**src/rtl/frc_pkg.sv**
```systemverilog
package frc_pkg;
  localparam int REG_W       = 32;
  localparam int THR_W       = 9;
  localparam int TX_UNIT     = 64;
  localparam int RX_UNIT     = 32;
  localparam int TX_MAX_CODE = 3;
  // bit positions decoded by the control register slices
  localparam int B_START = 31;
  localparam int B_EN    = 30;
  localparam int B_SF    = 1;
  localparam int B_NEXT  = 2;
  localparam int TX_THR_LO = 8;
  localparam int RX_THR_LO = 4;

  function automatic logic [THR_W-1:0] tx_thr_bytes(input logic [2:0] code);
    logic [2:0] c;
    c = (code > 3'(TX_MAX_CODE)) ? 3'(TX_MAX_CODE) : code;
    return THR_W'((int'(c) + 1) * TX_UNIT);
  endfunction

  function automatic logic [THR_W-1:0] rx_thr_bytes(input logic [1:0] code);
    return THR_W'((int'(code) + 1) * RX_UNIT);
  endfunction
endpackage

```
**src/rtl/frc_ctl_reg.sv**
```systemverilog
module frc_ctl_reg
  import frc_pkg::*;
#(
  parameter bit IS_TX = 1'b1
) (
  input  logic             clk,
  input  logic             rst,
  input  logic             we,
  input  logic [REG_W-1:0] wdata,
  output logic [REG_W-1:0] rdata,
  output logic             run,
  output logic             sf,
  output logic             nxt,
  output logic [2:0]       thr
);
  logic       en_q;
  logic       start_q;
  logic       w_nxt;
  logic [2:0] w_thr;

  generate
    if (IS_TX) begin : g_tx
      assign w_thr = wdata[TX_THR_LO +: 3];
      assign w_nxt = wdata[B_NEXT];
      assign rdata = {start_q, en_q, 19'b0, thr, 5'b0, nxt, sf, 1'b0};
    end else begin : g_rx
      assign w_thr = {1'b0, wdata[RX_THR_LO +: 2]};
      assign w_nxt = 1'b0;
      assign rdata = {start_q, en_q, 24'b0, thr[1:0], 2'b0, sf, 1'b0};
    end
  endgenerate

  logic unused_wbits;
  assign unused_wbits = ^wdata;

  always_ff @(posedge clk) begin
    if (rst) begin
      en_q    <= 1'b0;
      start_q <= 1'b0;
      run     <= 1'b0;
      sf      <= 1'b0;
      nxt     <= 1'b0;
      thr     <= 3'd0;
    end else if (we) begin
      en_q    <= wdata[B_EN];
      start_q <= wdata[B_START];
      run     <= wdata[B_EN] & (wdata[B_START] | run);
      sf      <= wdata[B_SF];
      nxt     <= w_nxt;
      thr     <= w_thr;
    end else begin
      start_q <= 1'b0;
    end
  end

  // start bit reads back for one cycle only
  a_r3_start_self_clear: assert property (@(posedge clk) disable iff (rst)
    (start_q && !we) |=> !start_q);
  // a running direction always has its enable set
  a_r4_run_needs_en: assert property (@(posedge clk) disable iff (rst)
    run |-> en_q);
endmodule

```
**src/rtl/frc_tx_path.sv**
```systemverilog
module frc_tx_path
  import frc_pkg::*;
#(
  parameter int LVL_W = 12
) (
  input  logic             clk,
  input  logic             rst,
  input  logic             run_i,
  input  logic             sf_i,
  input  logic             nxt_i,
  input  logic [2:0]       thr_i,
  input  logic [LVL_W-1:0] level_i,
  input  logic             eof_i,
  input  logic             done_i,
  input  logic             rd_req_i,
  input  logic             empty_i,
  output logic             release_o,
  output logic             underflow_o
);
  localparam int CNT_W = 2;

  logic [CNT_W-1:0] inflight;
  logic [THR_W-1:0] thr_bytes;
  logic             ready;
  logic             cap;
  logic             rel_d;
  logic             drop;
  logic             uf_d;

  assign thr_bytes = tx_thr_bytes(thr_i);
  assign ready = sf_i ? eof_i : (eof_i || (level_i >= LVL_W'(thr_bytes)));
  assign cap   = (inflight == '0) || (nxt_i && inflight == CNT_W'(1));
  assign rel_d = run_i && ready && cap;
  assign drop  = done_i && (inflight != '0);
  assign uf_d  = rd_req_i && empty_i && (inflight != '0) && !done_i;

  always_ff @(posedge clk) begin
    if (rst) begin
      inflight    <= '0;
      release_o   <= 1'b0;
      underflow_o <= 1'b0;
    end else begin
      inflight    <= inflight + CNT_W'(rel_d) - CNT_W'(drop);
      release_o   <= rel_d;
      underflow_o <= uf_d;
    end
  end

  // no release without a running direction
  a_r4_tx_needs_run: assert property (@(posedge clk) disable iff (rst)
    release_o |-> $past(run_i));
  // whole-frame mode waits for the frame end
  a_r5_tx_sf_waits_eof: assert property (@(posedge clk) disable iff (rst)
    (release_o && $past(sf_i)) |-> $past(eof_i));
  // without next-frame, release only from an empty pipeline
  a_r8_tx_single: assert property (@(posedge clk) disable iff (rst)
    (release_o && !$past(nxt_i)) |-> ($past(inflight) == '0));
  // underflow only after an empty-FIFO request
  a_r12_uf_cause: assert property (@(posedge clk) disable iff (rst)
    underflow_o |-> $past(rd_req_i && empty_i));
endmodule

```
**src/rtl/frc_rx_path.sv**
```systemverilog
module frc_rx_path
  import frc_pkg::*;
#(
  parameter int LVL_W = 12
) (
  input  logic             clk,
  input  logic             rst,
  input  logic             run_i,
  input  logic             sf_i,
  input  logic [1:0]       thr_i,
  input  logic [LVL_W-1:0] level_i,
  input  logic             eof_i,
  input  logic             done_i,
  input  logic             wr_i,
  input  logic             full_i,
  output logic             release_o,
  output logic             overflow_o
);
  logic [THR_W-1:0] thr_bytes;
  logic             busy;
  logic             ready;
  logic             rel_d;

  assign thr_bytes = rx_thr_bytes(thr_i);
  assign ready = sf_i ? eof_i : (eof_i || (level_i >= LVL_W'(thr_bytes)));
  assign rel_d = run_i && ready && !busy;

  always_ff @(posedge clk) begin
    if (rst) begin
      busy       <= 1'b0;
      release_o  <= 1'b0;
      overflow_o <= 1'b0;
    end else begin
      if (rel_d)       busy <= 1'b1;
      else if (done_i) busy <= 1'b0;
      release_o  <= rel_d;
      overflow_o <= wr_i && full_i;
    end
  end

  // one receive frame in flight at a time
  a_r11_rx_one_frame: assert property (@(posedge clk) disable iff (rst)
    release_o |-> !$past(busy));
  // whole-frame mode waits for the frame end
  a_r9_rx_sf_waits_eof: assert property (@(posedge clk) disable iff (rst)
    (release_o && $past(sf_i)) |-> $past(eof_i));
  // overflow only after a write into a full FIFO
  a_r13_of_cause: assert property (@(posedge clk) disable iff (rst)
    overflow_o |-> $past(wr_i && full_i));
endmodule

```
**src/rtl/frc_release_ctrl.sv**
```systemverilog
module frc_release_ctrl
  import frc_pkg::*;
#(
  parameter int LVL_W = 12
) (
  input  logic             clk,
  input  logic             rst,
  input  logic             tx_ctl_we,
  input  logic [31:0]      tx_ctl_wdata,
  output logic [31:0]      tx_ctl_rdata,
  input  logic             rx_ctl_we,
  input  logic [31:0]      rx_ctl_wdata,
  output logic [31:0]      rx_ctl_rdata,
  input  logic [LVL_W-1:0] tx_head_level,
  input  logic             tx_head_eof,
  input  logic             tx_frame_done,
  input  logic             tx_rd_req,
  input  logic             tx_empty,
  output logic             tx_release,
  output logic             tx_underflow,
  input  logic [LVL_W-1:0] rx_head_level,
  input  logic             rx_head_eof,
  input  logic             rx_frame_done,
  input  logic             rx_wr,
  input  logic             rx_full,
  output logic             rx_release,
  output logic             rx_overflow
);
  logic       tx_run, tx_sf, tx_nxt;
  logic [2:0] tx_thr;
  logic       rx_run, rx_sf, rx_nxt;
  logic [2:0] rx_thr;
  logic       unused_rx;

  assign unused_rx = ^{rx_nxt, rx_thr[2]};

  frc_ctl_reg #(.IS_TX(1'b1)) i_tx_ctl (
    .clk(clk), .rst(rst), .we(tx_ctl_we), .wdata(tx_ctl_wdata),
    .rdata(tx_ctl_rdata), .run(tx_run), .sf(tx_sf), .nxt(tx_nxt), .thr(tx_thr)
  );

  frc_ctl_reg #(.IS_TX(1'b0)) i_rx_ctl (
    .clk(clk), .rst(rst), .we(rx_ctl_we), .wdata(rx_ctl_wdata),
    .rdata(rx_ctl_rdata), .run(rx_run), .sf(rx_sf), .nxt(rx_nxt), .thr(rx_thr)
  );

  frc_tx_path #(.LVL_W(LVL_W)) i_tx_path (
    .clk(clk), .rst(rst), .run_i(tx_run), .sf_i(tx_sf), .nxt_i(tx_nxt),
    .thr_i(tx_thr), .level_i(tx_head_level), .eof_i(tx_head_eof),
    .done_i(tx_frame_done), .rd_req_i(tx_rd_req), .empty_i(tx_empty),
    .release_o(tx_release), .underflow_o(tx_underflow)
  );

  frc_rx_path #(.LVL_W(LVL_W)) i_rx_path (
    .clk(clk), .rst(rst), .run_i(rx_run), .sf_i(rx_sf), .thr_i(rx_thr[1:0]),
    .level_i(rx_head_level), .eof_i(rx_head_eof), .done_i(rx_frame_done),
    .wr_i(rx_wr), .full_i(rx_full),
    .release_o(rx_release), .overflow_o(rx_overflow)
  );

  // nothing fires in the cycle after reset
  a_r1_quiet_after_reset: assert property (@(posedge clk)
    $past(rst) |-> !(tx_release || rx_release || tx_underflow || rx_overflow));
endmodule

```
**config.mk**
```make
export PLATFORM = sky130hd
export DESIGN_NAME = frc_release_ctrl
export DESIGN_NICKNAME = d
export VERILOG_FILES = /design/src/rtl/frc_pkg.sv /design/src/rtl/frc_ctl_reg.sv /design/src/rtl/frc_tx_path.sv /design/src/rtl/frc_rx_path.sv /design/src/rtl/frc_release_ctrl.sv
export SDC_FILE = /design/constraint.sdc
export NUM_CORES = 1
export LEC_CHECK = 0
export ABC_CLOCK_PERIOD_IN_PS = 2400
export BUFFER_PORTS_ARGS = -buffer_cell sky130_fd_sc_hd__buf_4
export CAP_MARGIN = 10
export CORE_ASPECT_RATIO = 0.8
export CORE_MARGIN = 10
export CORE_UTILIZATION = 34
export DETAILED_ROUTE_END_ITERATION = 7
export PLACE_DENSITY = 0.8
export SYNTH_ARGS = -nofsm -noshare
export SYNTH_HDL_FRONTEND = slang
export SYNTH_SLANG_ARGS = --single-unit
```
**constraint.sdc**
```tcl
create_clock -name clk -period 2.4 [get_ports clk]
set_input_delay 0.24 -clock clk [delete_from_list [all_inputs] [get_ports clk]]
set_output_delay 0.24 -clock clk [all_outputs]
set_load 0.005 [all_outputs]
```
==> results of run 1 <==
==> final cells by class <==
type / count / area, um^2 / area share, %
Sequential cell: 21 / 422 / 23.2
Timing Repair Buffer: 63 / 473 / 26.0
Tap cell: 57 / 71.3 / 3.92
Clock inverter: 1 / 5.00 / 0.275
Multi-Input combinational cell: 126 / 763 / 41.9
Clock buffer: 3 / 41.3 / 2.27
Inverter: 12 / 45.0 / 2.47
==> report_power, final <==
group	total (W)	switching [W]	internal, W
clock	0.000235	0.000119	0.000116
combinational	0.000262	0.000117	0.000145
sequential	0.000402	0.0000235	0.000379
total	0.000899	0.000260	0.000639
==> worst register-to-register path: stages (launching register included) <==
cell and delay, ps:
dfxtp_2 330, or2_4 260, ha_4 260, inv_1 40, ha_1 290, nor2b_4 150, o21ai_2 60, a31oi_2 160
ha_2 210, xor2_1 170, xnor2_1 130, nor2_1 50
==> timing repair <==
item                                    in CTS  in global routing
hold endpoints to repair                     0                  0
hold buffers                                 0                  0
endpoints found under the setup margin       0                  2
gates resized for setup                      0                 11
==> worst paths after layout <==
| check | to | slack (ps) | depth (start not counted) |
|---|---|---|---|
| min reg2reg | i_rx_path.busy$_SDFFE_PP0P_ | 460 | 1 |
| min | i_tx_path.underflow_o$_SDFF_PP0_ | 140 | 2 |
| max | i_tx_path.inflight[1]$_SDFF_PP0_ | 190 | 11 |
| max reg2reg | i_tx_path.inflight[1]$_SDFF_PP0_ | 190 | 11 |
==> cell families after synthesis <==
logic type | after synthesis | synth area share (%)
AO/OA/AOI/OAI | 11 | 4.74
XOR/XNOR | 2 | 1.21
adder cells (fa/ha/maj) | 10 | 8.61
buffers and inverters | 75 | 34.6
flip-flops | 21 | 28.9
multiplexers | 10 | 6.89
other | 1 | 0.258
AND/OR/NAND/NOR | 41 | 14.7
==> placed cells by master, fill, tap and decap left out, drive strengths merged, types with 2 or more instances in the layout <==
cell,netlist,final
a21oi,2,2
a31oi,2,2
buf,59,63
clkbuf,4,3
conb,1,52
dfxtp,21,21
ha,10,10
inv,12,12
mux2i,10,10
nand2,3,3
nand4,2,2
nor2,17,17
nor2b,7,7
nor3,4,4
nor3b,2,2
o21ai,3,3
or2,2,2
or4,2,2
==> through the flow <==
step                total power (W)  instances  util, %  instance area, um^2
finish                     0.000899        283     43.9                 1820
global route               0.000975        283     43.9                 1820
CTS                        0.000890        283     42.8                 1780
detailed placement         0.000652        279     41.7                 1730
global placement           0.000641        279     41.7                 1730
floorplan                  0.000610        222        -                 1640
==> per-layer routing <==
metal  global-route usage (%)  routed length, um  vias up  share of wire (%)
met4                     1.38                 11        0               0.29
met1                     9.42               1350      486                 35
met5                        0                  0        -                  0
li1                         -                  -      553                  -
met3                     4.37                263        2                6.9
met2                     18.5               2180       46                 57
==> impl_metrics.json, run 1 <==
{
  "syn_area_um2": 1450,
  "synth.largest_area_cell": "buf_4",
  "seq_area_frac_synth_pct": 28.9,
  "grtUsageTotal_pct": 9.62,
  "synthCells": 171,
  "period_share_pct": 92.3,
  "grt_max_degree": 22,
  "io_buffers": 63,
  "num_antenna_cells": 0,
  "ant_nets": 0,
  "synth_top_cell_area_share_pct": 30.5,
  "synth_edf_count": 0,
  "powerDensity_nw_per_um2": 494,
  "drive_above_1_share_pct": 34.1,
  "reg_top3": "i_tx_ctl.thr: 3 flops, i_rx_ctl.thr: 2 flops, i_tx_path.inflight: 2 flops",
  "async_flop_share_pct": 0,
  "yosys_register_bits": 21,
  "clk-insertion-delay-late_ps": 260,
  "syn_to_final_growth_pct": 25.3,
  "drtIter0Drc": 24,
  "grt_pass1_wl_mm": 5.83,
  "cp.arrival_ps": 2370,
  "setup_viol": 0,
  "ctsHtreeMaxLevel": 1,
  "cts.sinks": 21,
  "min_path_type": "in -> reg",
  "die_w_um": 93.1,
  "startpoint": "i_tx_ctl.thr[2]$_SDFFE_PP0P_",
  "place_congestion": 0.757,
  "holdWs_ps": 141,
  "ios": 168,
  "slew_viol_final": 0,
  "cts-root-buf": "clkbuf_8",
  "final_net_count": 337,
  "clockBufferDepth": 2,
  "start_util_pct": 35.0,
  "std_cell_rows": 21,
  "p_leak_nw": 0.967,
  "finalHoldViolCount": 0,
  "cp_slowest_cell": "dfxtp_2",
  "r2r-start": "i_tx_ctl.thr[2]$_SDFFE_PP0P_",
  "cp_max_fo": 4,
  "drc": 0,
  "die_area_um2": 7300,
  "dp_hpwl_mm": 3.22,
  "synth_most_common_cell": "buf_4",
  "via_per_inst": 3.84,
  "wl_mm": 3.80,
  "num-fill-cells": 457,
  "synth.area.top_cells": "buf_4 (30%), dfxtp_1 (29%), ha_1 (8.6%)",
  "largest-register": "i_tx_ctl.thr",
  "synth.top_cells.by_count": "buf_4 (59), dfxtp_1 (21), nor2_1 (17)",
  "grt_pass1_vias": 1223,
  "status": "complete, no violations",
  "crit_type": "reg -> reg",
  "yosysWarnings": 0,
  "gr-total-overflow": 0,
  "vias": 1087,
  "cts_tree": "yes",
  "period_minus_slack_ps": 2210,
  "first_pass_iters": 4,
  "path_cells": "or2_4 > ha_4 > inv_1 > ha_1 > nor2b_4 > o21ai_2 > a31oi_2 > ha_2 > xor2_1 > xnor2_1 > nor2_1",
  "layout_setup_ws_ps": 185,
  "cpPeakStageDelay_ps": 330,
  "routedWlPerCell_um": 13.4,
  "start_kind": "flop",
  "cts_buffers": 3,
  "grt_setup_unrepaired": "false",
  "core_um2": 4150,
  "path_delay_family": "adder cells",
  "hp-start": "tx_frame_done",
  "vdd_drop_max_uv": 256,
  "timing.critical_path.required_ps": 2550,
  "cp-end-kind": "flop",
  "antenna_found_initial": 0,
  "critPathBufInv": 1,
  "largest_register_ffs": 3,
  "clk_pin_slew_ps": 80,
  "tns_ps": 0,
  "yosysUniqueCellTypes": 27,
  "max_freq_ghz": 0.452,
  "synth_flop_cell": "dfxtp_1",
  "syn_avg_cell_area_um2": 8.49,
  "drv_cap": 0,
  "post_cts.repair.setup_buffers": 0,
  "finClkSkew_ps": 1.18,
  "dp_slack_ps": 28.3,
  "die_h_um": 78.5
}
Note: power is estimated with default switching activity, not from simulation.
==> run 2, diff against run 1 <==
--- a/config.mk
+++ b/config.mk
@@ -12,7 +12,8 @@
 export CORE_MARGIN = 10
 export CORE_UTILIZATION = 34
 export DETAILED_ROUTE_END_ITERATION = 7
-export PLACE_DENSITY = 0.8
+export HOLD_SLACK_MARGIN = 0.06
+export PLACE_DENSITY = 0.92
 export SYNTH_ARGS = -nofsm -noshare
 export SYNTH_HDL_FRONTEND = slang
 export SYNTH_SLANG_ARGS = --single-unit
==> run 2 against run 1 <==
Sequential share of layout area fell by 0.074 points. Die area did not move. Cell count did not move. Core utilization rose by 0.27 points. Routed wire length fell by 1.8%. Via count rose by 1.7%. First-iteration DRC count fell by 4.2%. Fmax fell by 1.4%. Setup slack got worse by 32 ps. Power rose by 0.10%.
==> impl_metrics.json, run 2 (same netlist as run 1, synthesis figures left out) <==
{
  "status": "complete, no violations",
  "syn_to_final_growth_pct": 26.1,
  "multi_input_area_um2": 773,
  "cts_tree": "yes",
  "reg_top3": "i_tx_ctl.thr: 3 flops, i_rx_ctl.thr: 2 flops, i_tx_path.inflight: 2 flops",
  "die_w_um": 93.1,
  "ios": 168,
  "dp_hpwl_mm": 3.24,
  "antenna_found_initial": 0,
  "die_h_um": 78.5,
  "grt_max_degree": 22,
  "hold_path_end": "i_tx_path.underflow_o$_SDFF_PP0_",
  "post_cts_resized": 0,
  "finalInstanceArea_um2": 1830,
  "path_delay_family": "adder cells",
  "path_cells": "or2_4 > ha_2 > inv_1 > ha_4 > nor2b_4 > o21ai_2 > a31oi_2 > ha_2 > xor2_2 > xnor2_1 > nor2_1",
  "cp-end-kind": "flop",
  "cp.depth": 11,
  "postCtsHoldBufs": 0,
  "cpPeakStageDelay_ps": 340,
  "grt_pass1_vias": 1169,
  "grtUsageTotal_pct": 9.15,
  "powerDensity_nw_per_um2": 491,
  "start_kind": "flop",
  "period_share_pct": 93.6,
  "hp-start": "tx_frame_done",
  "r2r-start": "i_tx_ctl.thr[2]$_SDFFE_PP0P_",
  "std_cell_rows": 21,
  "crit_type": "reg -> reg",
  "routedWlPerCell_um": 13.2,
  "largest-register": "i_tx_ctl.thr",
  "whs_path_depth": 2,
  "final_cell_mix": "buf_4 (63), conb_1 (52), dfxtp_1 (19), nor2_1 (17), inv_1 (12)",
  "cts-root-buf": "clkbuf_8",
  "setup_viol": 0,
  "finClkSkew_ps": 0.669,
  "final_net_count": 337,
  "drtIter0Drc": 23,
  "seq_area_um2": 423,
  "via_per_inst": 3.90,
  "vdd_drop_max_uv": 267,
  "cts.sinks": 21,
  "core_um2": 4150,
  "clk_pin_slew_ps": 80,
  "ff2ff_path_depth": 11,
  "ant_nets": 0,
  "drv_cap": 0,
  "rrSetupSlack_ps": 150,
  "grt_pass1_wl_mm": 5.53,
  "reg2reg_to": "i_tx_path.inflight[1]$_SDFF_PP0_",
  "io_buffers": 63,
  "finalHoldViolCount": 0,
  "place_congestion": 0.725,
  "period_minus_slack_ps": 2250,
  "power_w": 0.000900,
  "die_area_um2": 7300,
  "start_util_pct": 35.0,
  "clockBufferDepth": 2,
  "timing.critical_path.required_ps": 2550,
  "slew_viol_final": 0,
  "post_cts.repair.setup_buffers": 0,
  "gr-total-overflow": 0,
  "drc": 0,
  "vias": 1105,
  "startpoint": "i_tx_ctl.thr[2]$_SDFFE_PP0P_",
  "cp_slowest_cell": "dfxtp_2",
  "drive_above_1_share_pct": 35.4,
  "critPathBufInv": 1,
  "clk-insertion-delay-late_ps": 250,
  "cts_buffers": 3,
  "ctsHtreeMaxLevel": 1,
  "first_pass_iters": 4,
  "cp.arrival_ps": 2400,
  "wl_mm": 3.73,
  "max_freq_ghz": 0.445,
  "num-fill-cells": 433,
  "final_common_cell": "buf_4",
  "critPathMostFrequentCell": "ha_2",
  "postPlaceCellArea_um2": 1730,
  "num_antenna_cells": 0,
  "p_leak_nw": 0.966,
  "cp_max_fo": 4,
  "largest_register_ffs": 3,
  "min_path_type": "in -> reg"
}
## run 2: where the power goes
part	internal (W)	leakage, nW	switching [W]	total (W)
registers	0.000379	0.173	0.0000226	0.000402
logic	0.000150	0.767	0.000121	0.000271
clock network	0.000115	0.0255	0.000112	0.000228
## run 2: final cells by class
type	instances	share of cell area, %
flip-flops and latches	21	23.1
repair buffers	63	25.8
multi-input cells	126	42.2
well taps	57	3.89
clock buffers	3	2.25
clock inverters	1	0.273
inverters	12	2.46
## run 2: routing by layer
layer	track usage, %	part of all wire, %
met1	8.27	33
met2	18.2	58
met3	3.52	7.0
met4	2.92	1.6
met5	0	0
## run 2: worst max-delay path by stage
stage / to / slack [ps]
2_1_floorplan: i_tx_path.inflight[1]$_SDFF_PP0_ / 200
3_3_place_gp: i_tx_path.inflight[1]$_SDFF_PP0_ / 110
3_5_place_dp: i_tx_path.inflight[1]$_SDFF_PP0_ / 70
4_1_cts: i_tx_path.inflight[1]$_SDFF_PP0_ / 50
5_1_grt: i_tx_path.inflight[1]$_SDFF_PP0_ / -0.3
6_report: i_tx_path.inflight[1]$_SDFF_PP0_ / 150
## run 2: through the flow
step                      setup WS, ps  instances  setup TNS (ps)  utilization, %  hold slack (ps)
after floorplan                    204        222               0               -              319
after global placement             105        279               0            41.7              419
after detailed placement          69.0        279               0            41.7              422
after CTS                         53.1        283               0            42.8              138
after global routing            -0.339        283          -0.339            44.1              134
final                              153        283               0            44.1              147
==> run 3, diff against run 2 <==
--- a/config.mk
+++ b/config.mk
@@ -13,6 +13,7 @@
 export CORE_UTILIZATION = 34
 export DETAILED_ROUTE_END_ITERATION = 7
 export HOLD_SLACK_MARGIN = 0.06
+export MAX_ROUTING_LAYER = met4
 export PLACE_DENSITY = 0.92
 export SYNTH_ARGS = -nofsm -noshare
 export SYNTH_HDL_FRONTEND = slang
==> run 3 against run 2 <==
Critical path depth unchanged. Via count unchanged. Register-to-register slack about the same. Clock skew about the same. Fmax about the same. Combinational power about the same. Non-clock buffer count unchanged. Power about the same. Final area unchanged. First-iteration DRC count decreased by 8.7%. Core utilization unchanged.
==> impl_metrics.json, run 3 (same netlist as run 1, synthesis figures left out) <==
{
  "status": "complete, no violations",
  "period_share_pct": 93.7,
  "std_cell_rows": 21,
  "post_cts.repair.setup_buffers": 0,
  "tns_ps": 0,
  "finClkSkew_ps": 1.04,
  "max_freq_ghz": 0.445,
  "vias": 1105,
  "hold_path_end": "i_tx_path.underflow_o$_SDFF_PP0_",
  "r2r-start": "i_tx_ctl.thr[2]$_SDFFE_PP0P_",
  "gr-total-overflow": 0,
  "cts_buffers": 3,
  "num_antenna_cells": 0,
  "start_util_pct": 35.0,
  "core_um2": 4150,
  "cts_tree": "yes",
  "cp_max_fo": 4,
  "reg2reg_to": "i_tx_path.inflight[1]$_SDFF_PP0_",
  "clk-insertion-delay-late_ps": 250,
  "drtIter0Drc": 21,
  "drv_cap": 0,
  "clockBufferDepth": 2,
  "cpPeakStageDelay_ps": 340,
  "largest-register": "i_tx_ctl.thr",
  "final_common_cell": "buf_4",
  "start_kind": "flop",
  "cts-root-buf": "clkbuf_8",
  "path_cells": "or2_4 > ha_2 > inv_1 > ha_4 > nor2b_4 > o21ai_2 > a31oi_2 > ha_2 > xor2_2 > xnor2_1 > nor2_1",
  "powerDensity_nw_per_um2": 491,
  "period_minus_slack_ps": 2250,
  "drive_above_1_share_pct": 35.4,
  "place_congestion": 0.733,
  "p_leak_nw": 0.966,
  "final_cell_mix": "buf_4 (63), conb_1 (52), dfxtp_1 (19), nor2_1 (17), inv_1 (12)",
  "power_w": 0.000900,
  "die_w_um": 93.1,
  "finalHoldViolCount": 0,
  "antenna_found_initial": 0,
  "dp_cells": 279,
  "largest_register_ffs": 3,
  "io_buffers": 63,
  "setup_viol": 0,
  "ctsHtreeMaxLevel": 1,
  "wl_mm": 3.73,
  "clk_pin_slew_ps": 80,
  "syn_to_final_growth_pct": 26.1,
  "drc": 0,
  "first_pass_iters": 4,
  "combinationalPowerShare_pct": 30.1,
  "seqPwrFrac_pct": 44.7,
  "reg_top3": "i_tx_ctl.thr: 3 flops, i_rx_ctl.thr: 2 flops, i_tx_path.inflight: 2 flops",
  "routedWlPerCell_um": 13.2,
  "swShare_pct": 28.3,
  "final_cells": 283,
  "die_area_um2": 7300,
  "grt_pass1_wl_mm": 5.50,
  "ff2ff_path_depth": 11,
  "vdd_drop_max_uv": 267,
  "final_net_count": 337,
  "cp.arrival_ps": 2400,
  "cts.sinks": 21,
  "internal_power_w": 0.000645,
  "timing.critical_path.required_ps": 2550,
  "grt_max_degree": 22,
  "whs_path_depth": 2,
  "critPathMostFrequentCell": "ha_2",
  "min_path_type": "in -> reg",
  "clock_power_share_pct": 25.3,
  "dp_hpwl_mm": 3.24,
  "cp-end-kind": "flop",
  "p_sw_w": 0.000255,
  "grt_pass1_vias": 1174,
  "cp_slowest_cell": "dfxtp_2",
  "ios": 168,
  "grtUsageTotal_pct": 9.40,
  "crit_type": "reg -> reg",
  "die_h_um": 78.5,
  "via_per_inst": 3.90,
  "ant_nets": 0,
  "hp-start": "tx_frame_done",
  "rrSetupSlack_ps": 150,
  "slew_viol_final": 0
}
[run 3: worst max-delay path: cells and delay by family, from the launching register on]
family | cells | cell delay (ps)
AOI/OAI and AO/OA | 2 | 230
xor gates and xnor gates | 2 | 290
adders and majority gates | 3 | 810
buffers and inverters | 1 | 60
DFF | 1 | 340
and+or+nand+nor | 3 | 440
[run 3: power groups by stage]
stage | clock (W) | sequential (W) | combinational (W)
floorplan | 0 | 0.000405 | 0.000205
CTS | 0.000246 | 0.000402 | 0.000241
detailed placement | 0 | 0.000410 | 0.000241
global route | 0.000261 | 0.000407 | 0.000313
finish | 0.000227 | 0.000402 | 0.000271
global placement | 0 | 0.000409 | 0.000230
[run 3: area by class of cell]
cell class / count / area (um^2)
Timing Repair Buffer: 63 / 473
Clock buffer: 3 / 41.3
Inverter: 12 / 45.0
Sequential cell: 21 / 423
Fill cell: 433 / 2320
Tap cell: 57 / 71.3
Multi-Input combinational cell: 126 / 773
Clock inverter: 1 / 5.00
[run 3: metrics by stage]
| stage | setup WS, ps | utilization (%) | area, um^2 | hold WS (ps) |
|---|---|---|---|---|
| 2_1_floorplan | 204 | - | 1640 | 319 |
| 3_3_place_gp | 105 | 41.7 | 1730 | 419 |
| 3_5_place_dp | 69.0 | 41.7 | 1730 | 422 |
| 4_1_cts | 53.1 | 42.8 | 1780 | 138 |
| 5_1_grt | -3.04 | 44.1 | 1830 | 136 |
| 6_report | 152 | 44.1 | 1830 | 148 |
[run 3: how the worst max path moves through the flow]
stage	depth (start not counted)	end	startpoint	slack, ps
global route	11	i_tx_path.inflight[1]$_SDFF_PP0_	i_tx_ctl.thr[2]$_SDFFE_PP0P_	-3
detailed placement	11	i_tx_path.inflight[1]$_SDFF_PP0_	i_tx_ctl.thr[2]$_SDFFE_PP0P_	70
finish	11	i_tx_path.inflight[1]$_SDFF_PP0_	i_tx_ctl.thr[2]$_SDFFE_PP0P_	150
global placement	11	i_tx_path.inflight[1]$_SDFF_PP0_	i_tx_ctl.thr[2]$_SDFFE_PP0P_	110
floorplan	11	i_tx_path.inflight[1]$_SDFF_PP0_	i_tx_ctl.thr[2]$_SDFFE_PP0P_	200
CTS	11	i_tx_path.inflight[1]$_SDFF_PP0_	i_tx_ctl.thr[2]$_SDFFE_PP0P_	50
[run 3: timing repair]
action                     4_1_cts  5_1_grt
setup endpoints to repair        0        1
gates resized for setup          0       14
hold buffers                     0        0
[run 3: metal layers]
layer	global-route usage (%)	wire [um]	part of all wire (%)	up-vias
li1	-	-	-	553
met1	8.38	1300	35	508
met2	18.4	2170	58	40
met3	2.95	206	5.5	4
met4	2.92	60	1.6	0
met5	-	0	0	-
